File: config.mk
export PLATFORM = sky130hd
export DESIGN_NAME = addr_latch
export DESIGN_NICKNAME = d
export VERILOG_FILES = /design/src/rtl/addr_latch_pkg.sv /design/src/rtl/alatch_mode_dec.sv /design/src/rtl/alatch_onehot.sv /design/src/rtl/alatch_store.sv /design/src/rtl/alatch_out_mux.sv /design/src/rtl/addr_latch.sv
export SDC_FILE = /design/constraint.sdc
export NUM_CORES = 1
export LEC_CHECK = 0
export ABC_CLOCK_PERIOD_IN_PS = 2600
export CORE_AREA = 2 2 39 41
export DETAILED_ROUTE_END_ITERATION = 6
export DIE_AREA = 0 0 41 43
export DONT_BUFFER_PORTS = 1
export PLACE_DENSITY_LB_ADDON = 0.3
export SYNTH_ARGS = -nofsm -noshare
export SYNTH_HDL_FRONTEND = slang
export SYNTH_SLANG_ARGS = --single-unit
File: constraint.sdc
create_clock -name clk -period 2.6 [get_ports clk]
set_clock_uncertainty 0.1 [all_clocks]
set_input_delay 0.26 -clock clk [delete_from_list [all_inputs] [get_ports clk]]
set_output_delay 0.26 -clock clk [all_outputs]
set_load 0.02 [all_outputs]
File: src/rtl/addr_latch_pkg.sv
// Package: shared mode type and helper for the addressable latch.
// Assumes active-low enable and clear inputs.
package addr_latch_pkg;

    typedef enum logic [1:0] {
        MODE_WRITE = 2'd0,
        MODE_HOLD  = 2'd1,
        MODE_DEMUX = 2'd2,
        MODE_CLEAR = 2'd3
    } op_mode_t;

    // Map the two active-low controls onto an operating mode.
    function automatic op_mode_t pick_mode(input logic en_n, input logic clr_n);
        op_mode_t m;
        case ({clr_n, en_n})
            2'b10:   m = MODE_WRITE;
            2'b11:   m = MODE_HOLD;
            2'b00:   m = MODE_DEMUX;
            default: m = MODE_CLEAR;
        endcase
        return m;
    endfunction

endpackage

File: src/rtl/alatch_mode_dec.sv
// Module: alatch_mode_dec
// Turns the enable and clear inputs into one mode value.
// Assumes both inputs are synchronous to the system clock.
module alatch_mode_dec
    import addr_latch_pkg::*;
(
    input  logic     en_n,
    input  logic     clr_n,
    output op_mode_t mode
);

    // Combinational mode selection.
    always_comb begin
        mode = pick_mode(en_n, clr_n);
    end

endmodule

File: src/rtl/alatch_onehot.sv
// Module: alatch_onehot
// Builds a one-hot select from the address, and the same vector gated by
// the data bit for demultiplexing. Bit k belongs to address value k.
module alatch_onehot #(
    parameter int ADDR_W = 3,
    localparam int NUM_BITS = 1 << ADDR_W
) (
    input  logic [ADDR_W-1:0]   addr,
    input  logic                d,
    output logic [NUM_BITS-1:0] sel,
    output logic [NUM_BITS-1:0] demux_vec
);

    genvar k;
    generate
        for (k = 0; k < NUM_BITS; k++) begin : g_slot
            // Compare the address with this slot's index.
            always_comb begin
                sel[k]       = (addr == ADDR_W'(k));
                demux_vec[k] = sel[k] & d;
            end
        end
    endgenerate

endmodule

File: src/rtl/alatch_store.sv
// Module: alatch_store
// Register array of NUM_BITS cells. A write updates only the selected
// cell, demultiplex and clear modes zero every cell, and hold keeps them.
// Assumes sel is one-hot. Reset is synchronous and active-low.
module alatch_store
    import addr_latch_pkg::*;
#(
    parameter int ADDR_W = 3,
    localparam int NUM_BITS = 1 << ADDR_W
) (
    input  logic                clk,
    input  logic                rst_n,
    input  op_mode_t            mode,
    input  logic [NUM_BITS-1:0] sel,
    input  logic                d,
    output logic [NUM_BITS-1:0] store_q
);

    genvar k;
    generate
        for (k = 0; k < NUM_BITS; k++) begin : g_cell
            // Per-cell update chosen by the mode.
            always_ff @(posedge clk) begin
                if (!rst_n) begin
                    store_q[k] <= 1'b0;
                end else begin
                    case (mode)
                        MODE_WRITE: if (sel[k]) store_q[k] <= d;
                        MODE_HOLD:  store_q[k] <= store_q[k];
                        default:    store_q[k] <= 1'b0;
                    endcase
                end
            end
        end
    endgenerate

    // the selected cell takes d.
    p_write_sel_r2: assert property (@(posedge clk) disable iff (!rst_n)
        (mode == MODE_WRITE) |=> (((store_q & $past(sel)) != '0) == $past(d)));

    // cells that were not selected keep their values.
    p_write_others_r3: assert property (@(posedge clk) disable iff (!rst_n)
        (mode == MODE_WRITE) |=> (((store_q ^ $past(store_q)) & ~$past(sel)) == '0));

    // hold leaves the array unchanged.
    p_hold_stable_r4: assert property (@(posedge clk) disable iff (!rst_n)
        (mode == MODE_HOLD) |=> $stable(store_q));

    // demultiplex and clear zero the array.
    p_wipe_r6: assert property (@(posedge clk) disable iff (!rst_n)
        (mode == MODE_DEMUX || mode == MODE_CLEAR) |=> (store_q == '0));

endmodule

File: src/rtl/alatch_out_mux.sv
// Module: alatch_out_mux
// Chooses the output bus: the stored array in write and hold modes, the
// data-gated one-hot in demultiplex mode, and zero in clear mode.
module alatch_out_mux
    import addr_latch_pkg::*;
#(
    parameter int NUM_BITS = 8
) (
    input  op_mode_t            mode,
    input  logic [NUM_BITS-1:0] store_q,
    input  logic [NUM_BITS-1:0] demux_vec,
    output logic [NUM_BITS-1:0] q
);

    // Output selection by mode.
    always_comb begin
        case (mode)
            MODE_DEMUX: q = demux_vec;
            MODE_CLEAR: q = '0;
            default:    q = store_q;
        endcase
    end

endmodule

File: src/rtl/addr_latch.sv
// Module: addr_latch (top)
// Clocked addressable latch with four modes chosen by en_n and clr_n:
// write, hold, demultiplex and clear. Assumes all inputs are synchronous
// to clk. The address should only change in hold mode.
module addr_latch
    import addr_latch_pkg::*;
#(
    parameter int ADDR_W = 3,
    localparam int NUM_BITS = 1 << ADDR_W
) (
    input  logic                clk,
    input  logic                rst_n,
    input  logic                en_n,
    input  logic                clr_n,
    input  logic                d,
    input  logic [ADDR_W-1:0]   addr,
    output logic [NUM_BITS-1:0] q
);

    op_mode_t            mode;
    logic [NUM_BITS-1:0] sel;
    logic [NUM_BITS-1:0] demux_vec;
    logic [NUM_BITS-1:0] store_q;

    alatch_mode_dec u_mode (
        .en_n  (en_n),
        .clr_n (clr_n),
        .mode  (mode)
    );

    alatch_onehot #(.ADDR_W(ADDR_W)) u_hot (
        .addr      (addr),
        .d         (d),
        .sel       (sel),
        .demux_vec (demux_vec)
    );

    alatch_store #(.ADDR_W(ADDR_W)) u_store (
        .clk     (clk),
        .rst_n   (rst_n),
        .mode    (mode),
        .sel     (sel),
        .d       (d),
        .store_q (store_q)
    );

    alatch_out_mux #(.NUM_BITS(NUM_BITS)) u_mux (
        .mode      (mode),
        .store_q   (store_q),
        .demux_vec (demux_vec),
        .q         (q)
    );

    // in demultiplex mode at most one output is high, and only if d is high.
    p_demux_onehot_r5: assert property (@(posedge clk) disable iff (!rst_n)
        (!en_n && !clr_n) |-> ($onehot0(q) && (d || q == '0)));

    // in clear mode the outputs are low.
    p_clear_low_r7: assert property (@(posedge clk) disable iff (!rst_n)
        (en_n && !clr_n) |-> (q == '0));

endmodule

Word level (Yosys, flattened, before mapping)
Index checks and enable logic that the tools add are counted.

storage, ports and cells
  bits in registers = 8
  bits of input ports = 8
  output and inout bits = 8
  word-level logic and storage cells = 66

cells by class
  equality and inequality tests = 20
  mux-type cells = 18
  bitwise operators = 9
  reduce and logical (&&, ||, !) cells = 11

operator list
  cell                                                                    number
  2-bit != test (second input constant)                                   8
  1-bit one-hot mux with 2 select lines                                   8
  8-bit one-hot mux with 2 select lines                                   1
  2-bit AND reduction                                                     8
  3-bit equality test (second input constant)                             4
  1-bit AND                                                               8
  2-bit equality test (second input constant)                             4
  1-bit 2-to-1 mux                                                        8
  3-bit by 2-bit equality test with 1-bit output (second input constant)  2
  2-bit one-hot mux with 3 select lines                                   1
  2-bit logical NOT                                                       2
  3-bit by 1-bit equality test with 1-bit output (second input constant)  1
  3-bit logical NOT                                                       1
  2-bit by 1-bit equality test with 1-bit output (second input constant)  1
  1-bit NOT                                                               1

Logic depth before layout (Yosys ltp)
Gate-level depths: netlist of run 1.

  depth after elaboration = 5
  depth in mapped cells = 4
  mapped depth without buffers = 2

Cells and area by module
A second synthesis of run 1 with hierarchy kept.

unflattened totals
  cell total of the unflattened synthesis = 67
  area, all modules = 668.1 um2

by module, submodules not included
  module           instances  cells each  area an instance (um2)
  alatch_store     1          35          352.8
  alatch_onehot    1          19          209.0
  alatch_out_mux   1          11          98.8
  alatch_mode_dec  1          2           7.5

Worst setup path after synthesis of run 1
No wires, ideal clock.

  kind = input -> output
  start point = input clr_n
  end point = output q[7]
  arrival time = 1030 ps
  required time = 2240 ps
  setup slack = 1210 ps
  stages = 3
  path buffers = 1
  path through = buf_6 -> nor4bb_4 -> a32o_1

between the ends
  word-level cells in the longest chain between the ends = 4

RTL lines
  element                                                   RTL line              source
  start: declaration                                        addr_latch.sv:14      input logic clr_n,
  2-bit equality test or 2-bit logical NOT (tied branches)  addr_latch_pkg.sv:15  case ({clr_n, en_n})
  2-bit one-hot mux with 3 select lines (*)                 addr_latch_pkg.sv:15
  2-bit equality test                                       alatch_out_mux.sv:17  case (mode)
  8-bit one-hot mux with 2 select lines (*)                 alatch_out_mux.sv:17
  end: declaration                                          addr_latch.sv:17      output logic [NUM_BITS-1:0] q

Every way passes the cells marked *; elsewhere a longest branch is shown, timed or not.

Final worst setup path of run 1
Ends and elaborated chain as after synthesis.

==> impl_metrics.prom, run 1 <==
# TYPE chip_impl_metric gauge
chip_impl_info{name="cts_tree",value="built"} 1
chip_impl_metric{name="total_of_cells_resized_after_clock_tree_synthesis",unit=""} 0
chip_impl_info{name="regToRegEndpoint",value="u_store.store_q[5]"} 1
chip_impl_metric{name="drc",unit=""} 0
chip_impl_metric{name="final_nets",unit=""} 59
chip_impl_metric{name="grt_util_all_layers",unit="%"} 17.3
chip_impl_metric{name="drv_slew",unit=""} 0
chip_impl_metric{name="vias_per_cell",unit=""} 6.45
chip_impl_metric{name="aggregate_routed_wire_length",unit="mm"} 1.26
chip_impl_info{name="worstSetupStartpointType",value="primary input"} 1
chip_impl_info{name="top_register",value="u_store.store_q"} 1
chip_impl_metric{name="regToRegSetupSlack",unit="ns"} 1.89
chip_impl_metric{name="worstPathMaxFanout",unit=""} 19
chip_impl_metric{name="min_delay_path_depth",unit=""} 2
chip_impl_info{name="setup_repair_after_global_routing_missed_its_margin",value="false"} 1
chip_impl_metric{name="sw_frac_of_total",unit="%"} 22.5
chip_impl_metric{name="worst_slew_pin_slew",unit="ns"} 0.365
chip_impl_metric{name="hold_viol_final",unit=""} 0
chip_impl_metric{name="synth.yosys.warnings",unit=""} 0
chip_impl_metric{name="clkSlewWorstSetupHoldPaths",unit="ns"} 0.06
chip_impl_metric{name="cp_num_buf_inv",unit=""} 0
chip_impl_metric{name="antennaDiodeCount",unit=""} 0
chip_impl_metric{name="min_period_over_period",unit="%"} 52.8
chip_impl_metric{name="period_needed",unit="ns"} 1.37
chip_impl_metric{name="setup-tns-final",unit="ns"} 0
chip_impl_info{name="largestRegisters",value="u_store.store_q x8"} 1
chip_impl_metric{name="synth_cells",unit=""} 53
chip_impl_info{name="slowest_stage",value="sky130_fd_sc_hd__nor4bb_4"} 1
chip_impl_metric{name="power.leakage",unit="nW"} 0.181
chip_impl_metric{name="cts.sinks",unit=""} 8
chip_impl_metric{name="die_area",unit="sq mm"} 0.00176
chip_impl_metric{name="p_per_area",unit="mW/mm^2"} 430
chip_impl_metric{name="vdd.ir_drop.worst",unit="mV"} 0.199
chip_impl_info{name="critical_path.top_delay_family",value="simple AND/OR/NAND/NOR gates"} 1
chip_impl_metric{name="row_count",unit=""} 14
chip_impl_metric{name="sequentialPowerShare",unit="%"} 50.8
chip_impl_metric{name="floorplan.core_area",unit="sq mm"} 0.00138
chip_impl_metric{name="initial_core_util",unit="%"} 42.3
chip_impl_metric{name="synthesis.nets",unit=""} 61
chip_impl_metric{name="ant_nets",unit=""} 0
chip_impl_info{name="holdCritStartpoint",value="rst_n"} 1
chip_impl_metric{name="clockPowerShare",unit="%"} 40.5
chip_impl_metric{name="gp_routability_congestion",unit=""} 0.692
chip_impl_metric{name="avgRoutedWirePerCell",unit="um"} 19.4
chip_impl_metric{name="count_of_port_buffers_added_during_placement",unit=""} 0
chip_impl_metric{name="drtIter0Drc",unit=""} 2
chip_impl_metric{name="synth.cell_area",unit="sq um"} 586
chip_impl_metric{name="timing.max_cap.violations",unit=""} 0
chip_impl_metric{name="worst_ep_required_time",unit="ns"} 2.24
chip_impl_metric{name="grt_max_degree",unit=""} 20
chip_impl_metric{name="yosysSeqAreaShare",unit="%"} 27.4
chip_impl_metric{name="longest_clk_path_bufs",unit=""} 2
chip_impl_info{name="hold-path-endpoint",value="u_store.store_q[3]"} 1
chip_impl_metric{name="dieWidth",unit="um"} 41
chip_impl_metric{name="numCtsBuffers",unit=""} 3
chip_impl_metric{name="switchingPower",unit="W"} 0.0000551
chip_impl_metric{name="reg2reg_depth",unit=""} 2
chip_impl_metric{name="max_clock_freq",unit="MHz"} 728
chip_impl_metric{name="ys_types",unit=""} 16
chip_impl_info{name="crit_path_end_kind",value="output pin"} 1
chip_impl_metric{name="dr_total_vias",unit=""} 419
chip_impl_metric{name="post_cts_buffers",unit=""} 0
chip_impl_metric{name="grt_first_pass_wirelength",unit="mm"} 1.96
chip_impl_info{name="run_status",value="finished, final reports clean"} 1
chip_impl_metric{name="die_y",unit="um"} 43
chip_impl_metric{name="fraction_of_power_consumed_by_combinational_cells",unit="%"} 8.7
chip_impl_metric{name="timing.critical_path.arrival",unit="ns"} 1.01
chip_impl_metric{name="final_hpwl_from_detailed_placement",unit="um"} 829
chip_impl_metric{name="post_route_cells_drive_above_1_share",unit="%"} 24.5
chip_impl_metric{name="worst_slew_margin_rel",unit="%"} 75.6
chip_impl_info{name="worst-setup-path-type",value="primary input to output pin"} 1
chip_impl_metric{name="syn_to_final_growth",unit="%"} -2.78
chip_impl_info{name="sequence_of_cells_on_the_critical_path",value="nor4bb_4, a32o_1"} 1
chip_impl_metric{name="vias_in_the_first_global_route",unit=""} 414
chip_impl_metric{name="dr.pass1.iters",unit=""} 2
chip_impl_info{name="path_category_of_the_worst_min_delay_check",value="primary input to flip-flop"} 1
chip_impl_info{name="cts.root.buffer_cell",value="sky130_fd_sc_hd__clkbuf_4"} 1
chip_impl_metric{name="hold_buffers",unit=""} 0
chip_impl_metric{name="cts.htree.levels",unit=""} 1
chip_impl_info{name="rr_startpoint",value="u_store.store_q[5]"} 1
chip_impl_metric{name="pin_count",unit=""} 16
chip_impl_metric{name="grt.overflow.total",unit=""} 0
chip_impl_metric{name="antenna_found_initial",unit=""} 0
chip_impl_metric{name="cpPeakStageDelay",unit="ns"} 0.39
chip_impl_metric{name="intPower",unit="W"} 0.000189
chip_impl_metric{name="flip_flop_count_of_the_largest_register_after_layout",unit=""} 8
chip_impl_metric{name="report.final.setup_viol",unit=""} 0
chip_impl_metric{name="holdWs",unit="ns"} 0.0601
chip_impl_metric{name="clkLatencyLatePin",unit="ns"} 0.26
chip_impl_metric{name="synth_seq_cells",unit=""} 8
chip_impl_metric{name="syn_area_per_cell",unit="sq um"} 11.0
through the flow:
stage / cell area (sq um) / util [%] / instances / power [W] / setup slack [ns]
floorplan: 586 / - / 53 / 0.000167 / 1.21
global placement: 547 / 39.5 / 62 / 0.000148 / 1.23
detailed placement: 547 / 39.5 / 62 / 0.000148 / 1.23
CTS: 569 / 41.1 / 65 / 0.000247 / 1.23
global route: 569 / 41.1 / 65 / 0.000254 / 1.18
finish: 569 / 41.1 / 65 / 0.000245 / 1.23
final cells by class:
type | count | area, sq um
Clock buffer | 3 | 22.5
Fill cell | 132 | 815
Multi-Input combinational cell | 38 | 367
Sequential cell | 8 | 160
Tap cell | 16 | 20.0
synthesized netlist by cell type:
library cell	n	area share [%]
sky130_fd_sc_hd__a22o_1	6	9.0
sky130_fd_sc_hd__a32o_1	2	3.4
sky130_fd_sc_hd__and4bb_2	3	6.4
sky130_fd_sc_hd__buf_2	2	1.7
sky130_fd_sc_hd__buf_4	2	2.6
sky130_fd_sc_hd__buf_6	3	5.8
sky130_fd_sc_hd__dfxtp_1	8	27
sky130_fd_sc_hd__mux2i_1	8	14
sky130_fd_sc_hd__nand3_1	9	7.7
sky130_fd_sc_hd__nand4b_1	1	1.5
sky130_fd_sc_hd__nor2_1	1	0.64
sky130_fd_sc_hd__nor2b_1	2	2.1
sky130_fd_sc_hd__nor4_2	1	2.1
sky130_fd_sc_hd__nor4b_2	3	7.7
sky130_fd_sc_hd__nor4b_4	1	4.1
sky130_fd_sc_hd__nor4bb_4	1	4.3
power by group through the flow:
stage | registers [W] | logic (W) | clock network [W]
2_1_floorplan | 0.000127 | 0.0000402 | 0
3_3_place_gp | 0.000127 | 0.0000213 | 0
3_5_place_dp | 0.000127 | 0.0000213 | 0
4_1_cts | 0.000124 | 0.0000213 | 0.000102
5_1_grt | 0.000124 | 0.0000227 | 0.000107
6_report | 0.000124 | 0.0000212 | 0.0000992
cells in the final DEF (no fill, tap or decap), types with 2 or more instances in the layout:
| master | netlist | final |
|---|---|---|
| sky130_fd_sc_hd__clkbuf_4 | 0 | 3 |
| sky130_fd_sc_hd__nor4b_2 | 3 | 3 |
| sky130_fd_sc_hd__nand3_1 | 9 | 9 |
| sky130_fd_sc_hd__mux2i_1 | 8 | 8 |
| sky130_fd_sc_hd__a22o_1 | 6 | 6 |
| sky130_fd_sc_hd__nor2b_1 | 2 | 2 |
| sky130_fd_sc_hd__and4bb_2 | 3 | 3 |
| sky130_fd_sc_hd__a32o_1 | 2 | 2 |
| sky130_fd_sc_hd__dfxtp_1 | 8 | 8 |
worst max path at each step:
stage,startpoint,endpoint,depth (start not counted)
floorplan,clr_n,q[7],3
global placement,clr_n,q[7],2
detailed placement,clr_n,q[7],2
CTS,clr_n,q[7],2
global route,addr[1],q[5],2
finish,clr_n,q[7],2
per-layer routing:
metal  up-vias  GRT usage [%]  share of wire [%]
li1        202              -                  -
met1       197           23.5                 43
met2        15           21.3                 46
met3         5           4.19                6.1
met4         0           16.0                3.9
met5         -              0                  0
logic make-up after synthesis:
group,Yosys count,share of synthesized area [%]
and+or+nand+nor,22,36.5
AOI/OAI and AO/OA,8,12.4
muxes,8,13.7
DFF,8,27.3
buffers and inverters,7,10.0
No activity file was read; power rests on OpenSTA's default activity.
==> inputs of run 2 (changes only) <==
Settings changed: ABC_CLOCK_PERIOD_IN_PS 2600 to 1300.
Clock period 2.6 ns to 1.3 ns, I/O delays scaled along.
==> run 2 against run 1 <==
Non-clock buffer count grew 6. Critical endpoint is now u_store.store_q[0]. Highest routed layer unchanged. Wire length grew 9.9%. Worst hold slack gained 0.0085 ns. Largest cell class unchanged. First-iteration DRC count rose to 8.0 times the previous value. Final area grew 11%.
==> impl_metrics.prom, run 2 (same netlist as run 1, synthesis figures left out) <==
# TYPE chip_impl_metric gauge
chip_impl_metric{name="regToRegSetupSlack",unit="ns"} 0.58
chip_impl_metric{name="reg2reg_depth",unit=""} 2
chip_impl_metric{name="flip_flop_count_of_the_largest_register_after_layout",unit=""} 8
chip_impl_info{name="most_common_cell_after_layout_fill_and_taps_aside",value="sky130_fd_sc_hd__nand3_1"} 1
chip_impl_metric{name="clkSlewWorstSetupHoldPaths",unit="ns"} 0.05
chip_impl_metric{name="longest_clk_path_bufs",unit=""} 2
chip_impl_metric{name="avgRoutedWirePerCell",unit="um"} 19.5
chip_impl_metric{name="gp_routability_congestion",unit=""} 0.696
chip_impl_metric{name="antennaDiodeCount",unit=""} 0
chip_impl_metric{name="final_nets",unit=""} 65
chip_impl_metric{name="worst_ep_required_time",unit="ns"} 1.39
chip_impl_metric{name="antenna_found_initial",unit=""} 0
chip_impl_metric{name="cpPeakStageDelay",unit="ns"} 0.63
chip_impl_metric{name="report.final.setup_viol",unit=""} 0
chip_impl_metric{name="min_period_over_period",unit="%"} 95.0
chip_impl_metric{name="min_delay_path_depth",unit=""} 2
chip_impl_metric{name="layout.filler_cells",unit=""} 133
chip_impl_metric{name="p_per_area",unit="mW/mm^2"} 820
chip_impl_metric{name="power.leakage",unit="nW"} 0.206
chip_impl_info{name="slowest_stage",value="sky130_fd_sc_hd__dlygate4sd3_1"} 1
chip_impl_metric{name="total_of_cells_resized_after_clock_tree_synthesis",unit=""} 0
chip_impl_metric{name="vias_in_the_first_global_route",unit=""} 448
chip_impl_metric{name="final_hpwl_from_detailed_placement",unit="um"} 816
chip_impl_metric{name="drv_slew",unit=""} 0
chip_impl_info{name="holdCritStartpoint",value="addr[1]"} 1
chip_impl_metric{name="ff_latch_area",unit="sq um"} 160
chip_impl_metric{name="worstPathMaxFanout",unit=""} 7
chip_impl_metric{name="hold_viol_final",unit=""} 0
chip_impl_metric{name="aggregate_routed_wire_length",unit="mm"} 1.39
chip_impl_info{name="most_frequent_cells_in_the_layout",value="sky130_fd_sc_hd__nand3_1 (9), sky130_fd_sc_hd__mux2i_1 (8), sky130_fd_sc_hd__dfxtp_1 (8)"} 1
chip_impl_metric{name="grt_first_pass_wirelength",unit="mm"} 2.11
chip_impl_metric{name="timing.critical_path.arrival",unit="ns"} 1.32
chip_impl_metric{name="die_area",unit="sq mm"} 0.00176
chip_impl_metric{name="period_needed",unit="ns"} 1.23
chip_impl_metric{name="dr.pass1.iters",unit=""} 6
chip_impl_metric{name="post_route_cells_drive_above_1_share",unit="%"} 21.8
chip_impl_metric{name="cts.sinks",unit=""} 8
chip_impl_metric{name="placedInstanceArea",unit="sq um"} 547
chip_impl_info{name="rr_startpoint",value="u_store.store_q[4]"} 1
chip_impl_info{name="regToRegEndpoint",value="u_store.store_q[4]"} 1
chip_impl_metric{name="worst_slew_pin_slew",unit="ns"} 0.352
chip_impl_metric{name="vdd.ir_drop.worst",unit="mV"} 0.391
chip_impl_metric{name="numCtsBuffers",unit=""} 3
chip_impl_metric{name="drc",unit=""} 0
chip_impl_metric{name="area_of_the_multi_input_gates",unit="sq um"} 367
chip_impl_info{name="worstSetupStartpointType",value="primary input"} 1
chip_impl_metric{name="dr_total_vias",unit=""} 480
chip_impl_info{name="run_status",value="finished, final reports clean"} 1
chip_impl_metric{name="initial_core_util",unit="%"} 42.3
chip_impl_info{name="top_register",value="u_store.store_q"} 1
chip_impl_info{name="largestRegisters",value="u_store.store_q x8"} 1
chip_impl_metric{name="clkLatencyLatePin",unit="ns"} 0.26
chip_impl_metric{name="setup-tns-final",unit="ns"} 0
chip_impl_metric{name="timing.final.ws_setup",unit="ns"} 0.0652
chip_impl_metric{name="postLayoutCellArea",unit="sq um"} 629
chip_impl_info{name="path_category_of_the_worst_min_delay_check",value="primary input to flip-flop"} 1
chip_impl_metric{name="pin_count",unit=""} 16
chip_impl_info{name="hold-path-endpoint",value="u_store.store_q[2]"} 1
chip_impl_info{name="cts_tree",value="built"} 1
chip_impl_metric{name="vias_per_cell",unit=""} 6.76
chip_impl_metric{name="grt_max_degree",unit=""} 13
chip_impl_metric{name="grt_util_all_layers",unit="%"} 18.2
chip_impl_info{name="crit_path_end_kind",value="flip-flop"} 1
chip_impl_metric{name="grt.overflow.total",unit=""} 0
chip_impl_metric{name="cts.htree.levels",unit=""} 1
chip_impl_info{name="setup_repair_after_global_routing_missed_its_margin",value="false"} 1
chip_impl_metric{name="dieWidth",unit="um"} 41
chip_impl_metric{name="row_count",unit=""} 14
chip_impl_metric{name="worst_slew_margin_rel",unit="%"} 76.5
chip_impl_metric{name="floorplan.core_area",unit="sq mm"} 0.00138
chip_impl_metric{name="ant_nets",unit=""} 0
chip_impl_info{name="worst-setup-path-type",value="primary input to flip-flop"} 1
chip_impl_metric{name="count_of_port_buffers_added_during_placement",unit=""} 0
chip_impl_metric{name="timing.max_cap.violations",unit=""} 0
chip_impl_metric{name="max_clock_freq",unit="MHz"} 810
chip_impl_metric{name="drtIter0Drc",unit=""} 16
chip_impl_info{name="sequence_of_cells_on_the_critical_path",value="dlygate4sd3_1, nor4_2, mux2i_1"} 1
chip_impl_metric{name="worst_setup_timing_slack_at_the_placement_stage",unit="ns"} 0.208
chip_impl_metric{name="die_y",unit="um"} 43
chip_impl_metric{name="syn_to_final_growth",unit="%"} 7.48
chip_impl_info{name="cts.root.buffer_cell",value="sky130_fd_sc_hd__clkbuf_4"} 1
==> run 2: layout make-up <==
cell class / count / share of cell area (%)
multi-input cells: 38 / 58.3
repair buffers: 6 / 9.54
flip-flops and latches: 8 / 25.4
well taps: 16 / 3.18
clock buffers: 3 / 3.58
==> run 2: power by group <==
part	switching [W]	total [W]	internal (W)
clock network	0.0000871	0.000193	0.000106
registers	0.00000111	0.000249	0.000248
logic	0.0000368	0.0000743	0.0000375
==> run 2: worst max-delay path by stage <==
stage / slack [ns] / to / startpoint
4_1_cts: 0.07 / u_store.store_q[4] / addr[1]
3_5_place_dp: 0.21 / q[7] / clr_n
3_3_place_gp: 0.20 / q[7] / clr_n
2_1_floorplan: 0.17 / q[7] / clr_n
6_report: 0.07 / u_store.store_q[0] / addr[1]
5_1_grt: 0.009 / u_store.store_q[4] / addr[1]
==> run 2: critical path, delay by kind of cell <==
family	cells	cell delay, ns
buffers and inverters	1	0.63
and+or+nand+nor	1	0.35
muxes	1	0.21
==> run 2: layer usage <==
metal / GRT usage [%] / up-vias / share of wire [%] / wire length [um]
li1: - / 215 / - / -
met2: 25.3 / 29 / 46 / 634
met1: 23.1 / 228 / 44 / 607
met4: 14.0 / 0 / 3.2 / 45
met5: 0 / - / 0 / 0
met3: 4.19 / 8 / 7.1 / 99
==> run 2: repair_timing <==
item | in CTS | in global routing
hold buffers | 6 | 0
setup buffers | 0 | 0
endpoints found under the hold margin | 8 | 0
==> run 2: metrics by stage <==
stage               total power (W)  hold slack (ns)  instances  utilization (%)
CTS                        0.000526           0.0611         71             45.5
detailed placement         0.000296            0.204         62             39.5
floorplan                  0.000334            0.346         53                -
global placement           0.000296            0.200         62             39.5
finish                     0.000516           0.0686         71             45.5
global route               0.000540           0.0754         71             45.5
==> inputs of run 3 (changes only) <==
Settings changed: CORE_AREA 2 2 39 41 to unset, CORE_MARGIN set to 5, CORE_UTILIZATION set to 47, DIE_AREA 0 0 41 43 to unset, GPL_TIMING_DRIVEN set to 0, SYNTH_HIERARCHICAL set to 1.
==> run 3 against run 2 <==
Die area is 29% higher. Final area grew 13%. Worst setup slack better by 0.039 ns. Fmax increased by 3.3%. Count of clock-buffer cells in the layout unchanged. Non-clock buffer count is 1 higher. Global-route usage down 3.7 points. Clock power increased by 4%. Critical endpoint is now q[2]. Largest cell class unchanged.
==> impl_metrics.prom, run 3 <==
# TYPE chip_impl_metric gauge
chip_impl_metric{name="final_cells",unit=""} 85
chip_impl_metric{name="die_y",unit="um"} 47.7
chip_impl_metric{name="final_nets",unit=""} 80
chip_impl_metric{name="worstPathMaxFanout",unit=""} 9
chip_impl_info{name="top_register",value="u_store/store_q"} 1
chip_impl_metric{name="gp_routability_congestion",unit=""} 0.694
chip_impl_metric{name="reg2reg_depth",unit=""} 2
chip_impl_metric{name="die_area",unit="sq mm"} 0.00228
chip_impl_info{name="worstSetupStartpointType",value="primary input"} 1
chip_impl_metric{name="total_of_cells_resized_after_clock_tree_synthesis",unit=""} 0
chip_impl_metric{name="ys_async_sr_fraction",unit="%"} 0
chip_impl_metric{name="drc",unit=""} 0
chip_impl_metric{name="dr_total_vias",unit=""} 512
chip_impl_info{name="setup_repair_after_global_routing_missed_its_margin",value="false"} 1
chip_impl_metric{name="min_delay_path_depth",unit=""} 3
chip_impl_metric{name="aggregate_routed_wire_length",unit="mm"} 1.38
chip_impl_metric{name="layout.filler_cells",unit=""} 135
chip_impl_metric{name="vias_per_cell",unit=""} 6.02
chip_impl_metric{name="grt_util_all_layers",unit="%"} 14.5
chip_impl_metric{name="row_count",unit=""} 13
chip_impl_info{name="holdCritStartpoint",value="d"} 1
chip_impl_metric{name="worst_slew_pin_slew",unit="ns"} 0.463
chip_impl_metric{name="synth.yosys.warnings",unit=""} 6
chip_impl_metric{name="avgRoutedWirePerCell",unit="um"} 16.2
chip_impl_metric{name="dr.pass1.iters",unit=""} 4
chip_impl_metric{name="synthesis.nets",unit=""} 75
chip_impl_metric{name="drv_slew",unit=""} 0
chip_impl_metric{name="power.leakage",unit="nW"} 0.277
chip_impl_metric{name="ff_latch_area",unit="sq um"} 160
chip_impl_info{name="cts_tree",value="built"} 1
chip_impl_metric{name="cts.sinks",unit=""} 8
chip_impl_metric{name="pin_count",unit=""} 16
chip_impl_metric{name="timing.max_cap.violations",unit=""} 0
chip_impl_metric{name="worst_ep_required_time",unit="ns"} 1.07
chip_impl_info{name="crit_start",value="en_n"} 1
chip_impl_metric{name="cts.htree.levels",unit=""} 1
chip_impl_metric{name="dieWidth",unit="um"} 47.7
chip_impl_metric{name="final_hpwl_from_detailed_placement",unit="um"} 985
chip_impl_info{name="path_category_of_the_worst_min_delay_check",value="primary input to flip-flop"} 1
chip_impl_metric{name="yosysSeqAreaShare",unit="%"} 24.0
chip_impl_metric{name="worst_slew_margin_rel",unit="%"} 69.1
chip_impl_metric{name="post_cts_buffers",unit=""} 0
chip_impl_metric{name="flip_flop_count_of_the_largest_register_after_layout",unit=""} 8
chip_impl_metric{name="syn_area_per_cell",unit="sq um"} 9.97
chip_impl_info{name="synth.largest_area_cell",value="sky130_fd_sc_hd__dfxtp_1"} 1
chip_impl_info{name="largestRegisters",value="u_store/store_q x8"} 1
chip_impl_metric{name="syn_to_final_growth",unit="%"} 6.18
chip_impl_metric{name="setup-tns-final",unit="ns"} 0
chip_impl_info{name="cts.root.buffer_cell",value="sky130_fd_sc_hd__clkbuf_4"} 1
chip_impl_metric{name="min_period_over_period",unit="%"} 92.0
chip_impl_info{name="biggest_area_contributors_in_the_synthesized_netlist",value="sky130_fd_sc_hd__dfxtp_1 (24%), sky130_fd_sc_hd__mux2i_1 (12%), sky130_fd_sc_hd__a22o_1 (10%)"} 1
chip_impl_metric{name="grt_max_degree",unit=""} 11
chip_impl_metric{name="vias_in_the_first_global_route",unit=""} 494
chip_impl_metric{name="ant_nets",unit=""} 0
chip_impl_metric{name="finish.utilization",unit="%"} 53.8
chip_impl_metric{name="timing.critical_path.arrival",unit="ns"} 0.97
chip_impl_metric{name="initial_core_util",unit="%"} 50.7
chip_impl_metric{name="clkSlewWorstSetupHoldPaths",unit="ns"} 0.06
chip_impl_metric{name="numCtsBuffers",unit=""} 3
chip_impl_metric{name="max_clock_freq",unit="MHz"} 836
chip_impl_metric{name="ys_types",unit=""} 21
chip_impl_info{name="synth_commonest_cells",value="sky130_fd_sc_hd__a22o_1 (8), sky130_fd_sc_hd__dfxtp_1 (8), sky130_fd_sc_hd__mux2i_1 (8), sky130_fd_sc_hd__nor2_1 (8), sky130_fd_sc_hd__nor2b_1 (7)"} 1
chip_impl_metric{name="timing.final.ws_setup",unit="ns"} 0.104
chip_impl_metric{name="period_needed",unit="ns"} 1.20
chip_impl_metric{name="synth.cell_area",unit="sq um"} 668
chip_impl_metric{name="floorplan.core_area",unit="sq mm"} 0.00132
chip_impl_metric{name="post_route_cells_drive_above_1_share",unit="%"} 24.3
chip_impl_metric{name="hold_buffers",unit=""} 0
chip_impl_metric{name="synth_largest_type_area_fraction",unit="%"} 24.0
chip_impl_metric{name="synth_cells",unit=""} 67
chip_impl_metric{name="drtIter0Drc",unit=""} 4
chip_impl_metric{name="p_per_area",unit="mW/mm^2"} 781
chip_impl_metric{name="totalPowerFinal",unit="W"} 0.000554
chip_impl_metric{name="vdd.ir_drop.worst",unit="mV"} 0.576
chip_impl_info{name="worst-setup-path-type",value="primary input to output pin"} 1
chip_impl_metric{name="area_of_the_multi_input_gates",unit="sq um"} 428
chip_impl_metric{name="longest_clk_path_bufs",unit=""} 2
chip_impl_metric{name="hold_viol_final",unit=""} 0
chip_impl_metric{name="grt_first_pass_wirelength",unit="mm"} 2.21
chip_impl_info{name="crit_path_end_kind",value="output pin"} 1
chip_impl_metric{name="clkLatencyLatePin",unit="ns"} 0.27
chip_impl_info{name="rr_startpoint",value="u_store/store_q[6]"} 1
chip_impl_metric{name="placedCellCount",unit=""} 82
chip_impl_info{name="most_frequent_cells_in_the_layout",value="sky130_fd_sc_hd__a22o_1 (8), sky130_fd_sc_hd__mux2i_1 (8), sky130_fd_sc_hd__nor2_1 (8), sky130_fd_sc_hd__dfxtp_1 (8), sky130_fd_sc_hd__nor2b_1 (7)"} 1
chip_impl_metric{name="count_of_port_buffers_added_during_placement",unit=""} 0
chip_impl_metric{name="grt.overflow.total",unit=""} 0
chip_impl_metric{name="antennaDiodeCount",unit=""} 0
chip_impl_metric{name="synth-edff-count",unit=""} 0
chip_impl_metric{name="report.final.setup_viol",unit=""} 0
chip_impl_metric{name="synth_seq_cells",unit=""} 8
chip_impl_metric{name="antenna_found_initial",unit=""} 0
chip_impl_info{name="synth_ff_type",value="sky130_fd_sc_hd__dfxtp_1"} 1
chip_impl_info{name="run_status",value="finished, final reports clean"} 1
chip_impl_metric{name="worst_setup_timing_slack_at_the_placement_stage",unit="ns"} 0.0897
## run 3: worst paths after layout
path | slack, ns | end
setup / recovery | 0.10 | q[2]
hold / removal | 0.02 | u_store/store_q[0]
setup reg to reg | 0.58 | u_store/store_q[6]
hold reg to reg | 0.40 | u_store/store_q[0]
## run 3: layout make-up
cell class / instances / share of cell area, %
multi-input combinational: 50 / 60.3
inverter: 2 / 1.06
clock buffer: 3 / 3.17
sequential: 8 / 22.6
buffer: 7 / 10.2
tap: 15 / 2.65
## run 3: metrics by stage
stage	hold slack [ns]	area, sq um
after floorplan	0.271	668
after global placement	0.292	687
after detailed placement	0.300	687
after CTS	0.0156	709
after global routing	0.0315	709
final	0.0227	709
## run 3: metal layers
layer,vias up,routed length (um),track usage [%]
li1,249,-,-
met1,244,609,16.3
met2,14,630,21.6
met3,5,105,7.89
met4,0,31,8.06
met5,-,0,0
## run 3: report_power, final
| group | leakage (nW) | total (W) | internal [W] | switching [W] |
|---|---|---|---|---|
| registers | 0.0645 | 0.000248 | 0.000247 | 0.00000109 |
| logic | 0.198 | 0.000104 | 0.0000526 | 0.0000517 |
| clock network | 0.0138 | 0.000201 | 0.000106 | 0.0000952 |
| total | 0.277 | 0.000554 | 0.000406 | 0.000148 |
## run 3: logic make-up after synthesis
kind of cell	share of synthesized area (%)
multiplexers	12.0
buffers and inverters	12.0
flip-flops	24.0
AO/OA/AOI/OAI	10.5
AND/OR/NAND/NOR	41.6
## run 3: worst max-delay path, stage by stage
cell                       delay [ns]
sky130_fd_sc_hd__clkbuf_1        0.36
sky130_fd_sc_hd__nor2b_4         0.07
sky130_fd_sc_hd__buf_6           0.15
sky130_fd_sc_hd__a22o_1          0.26
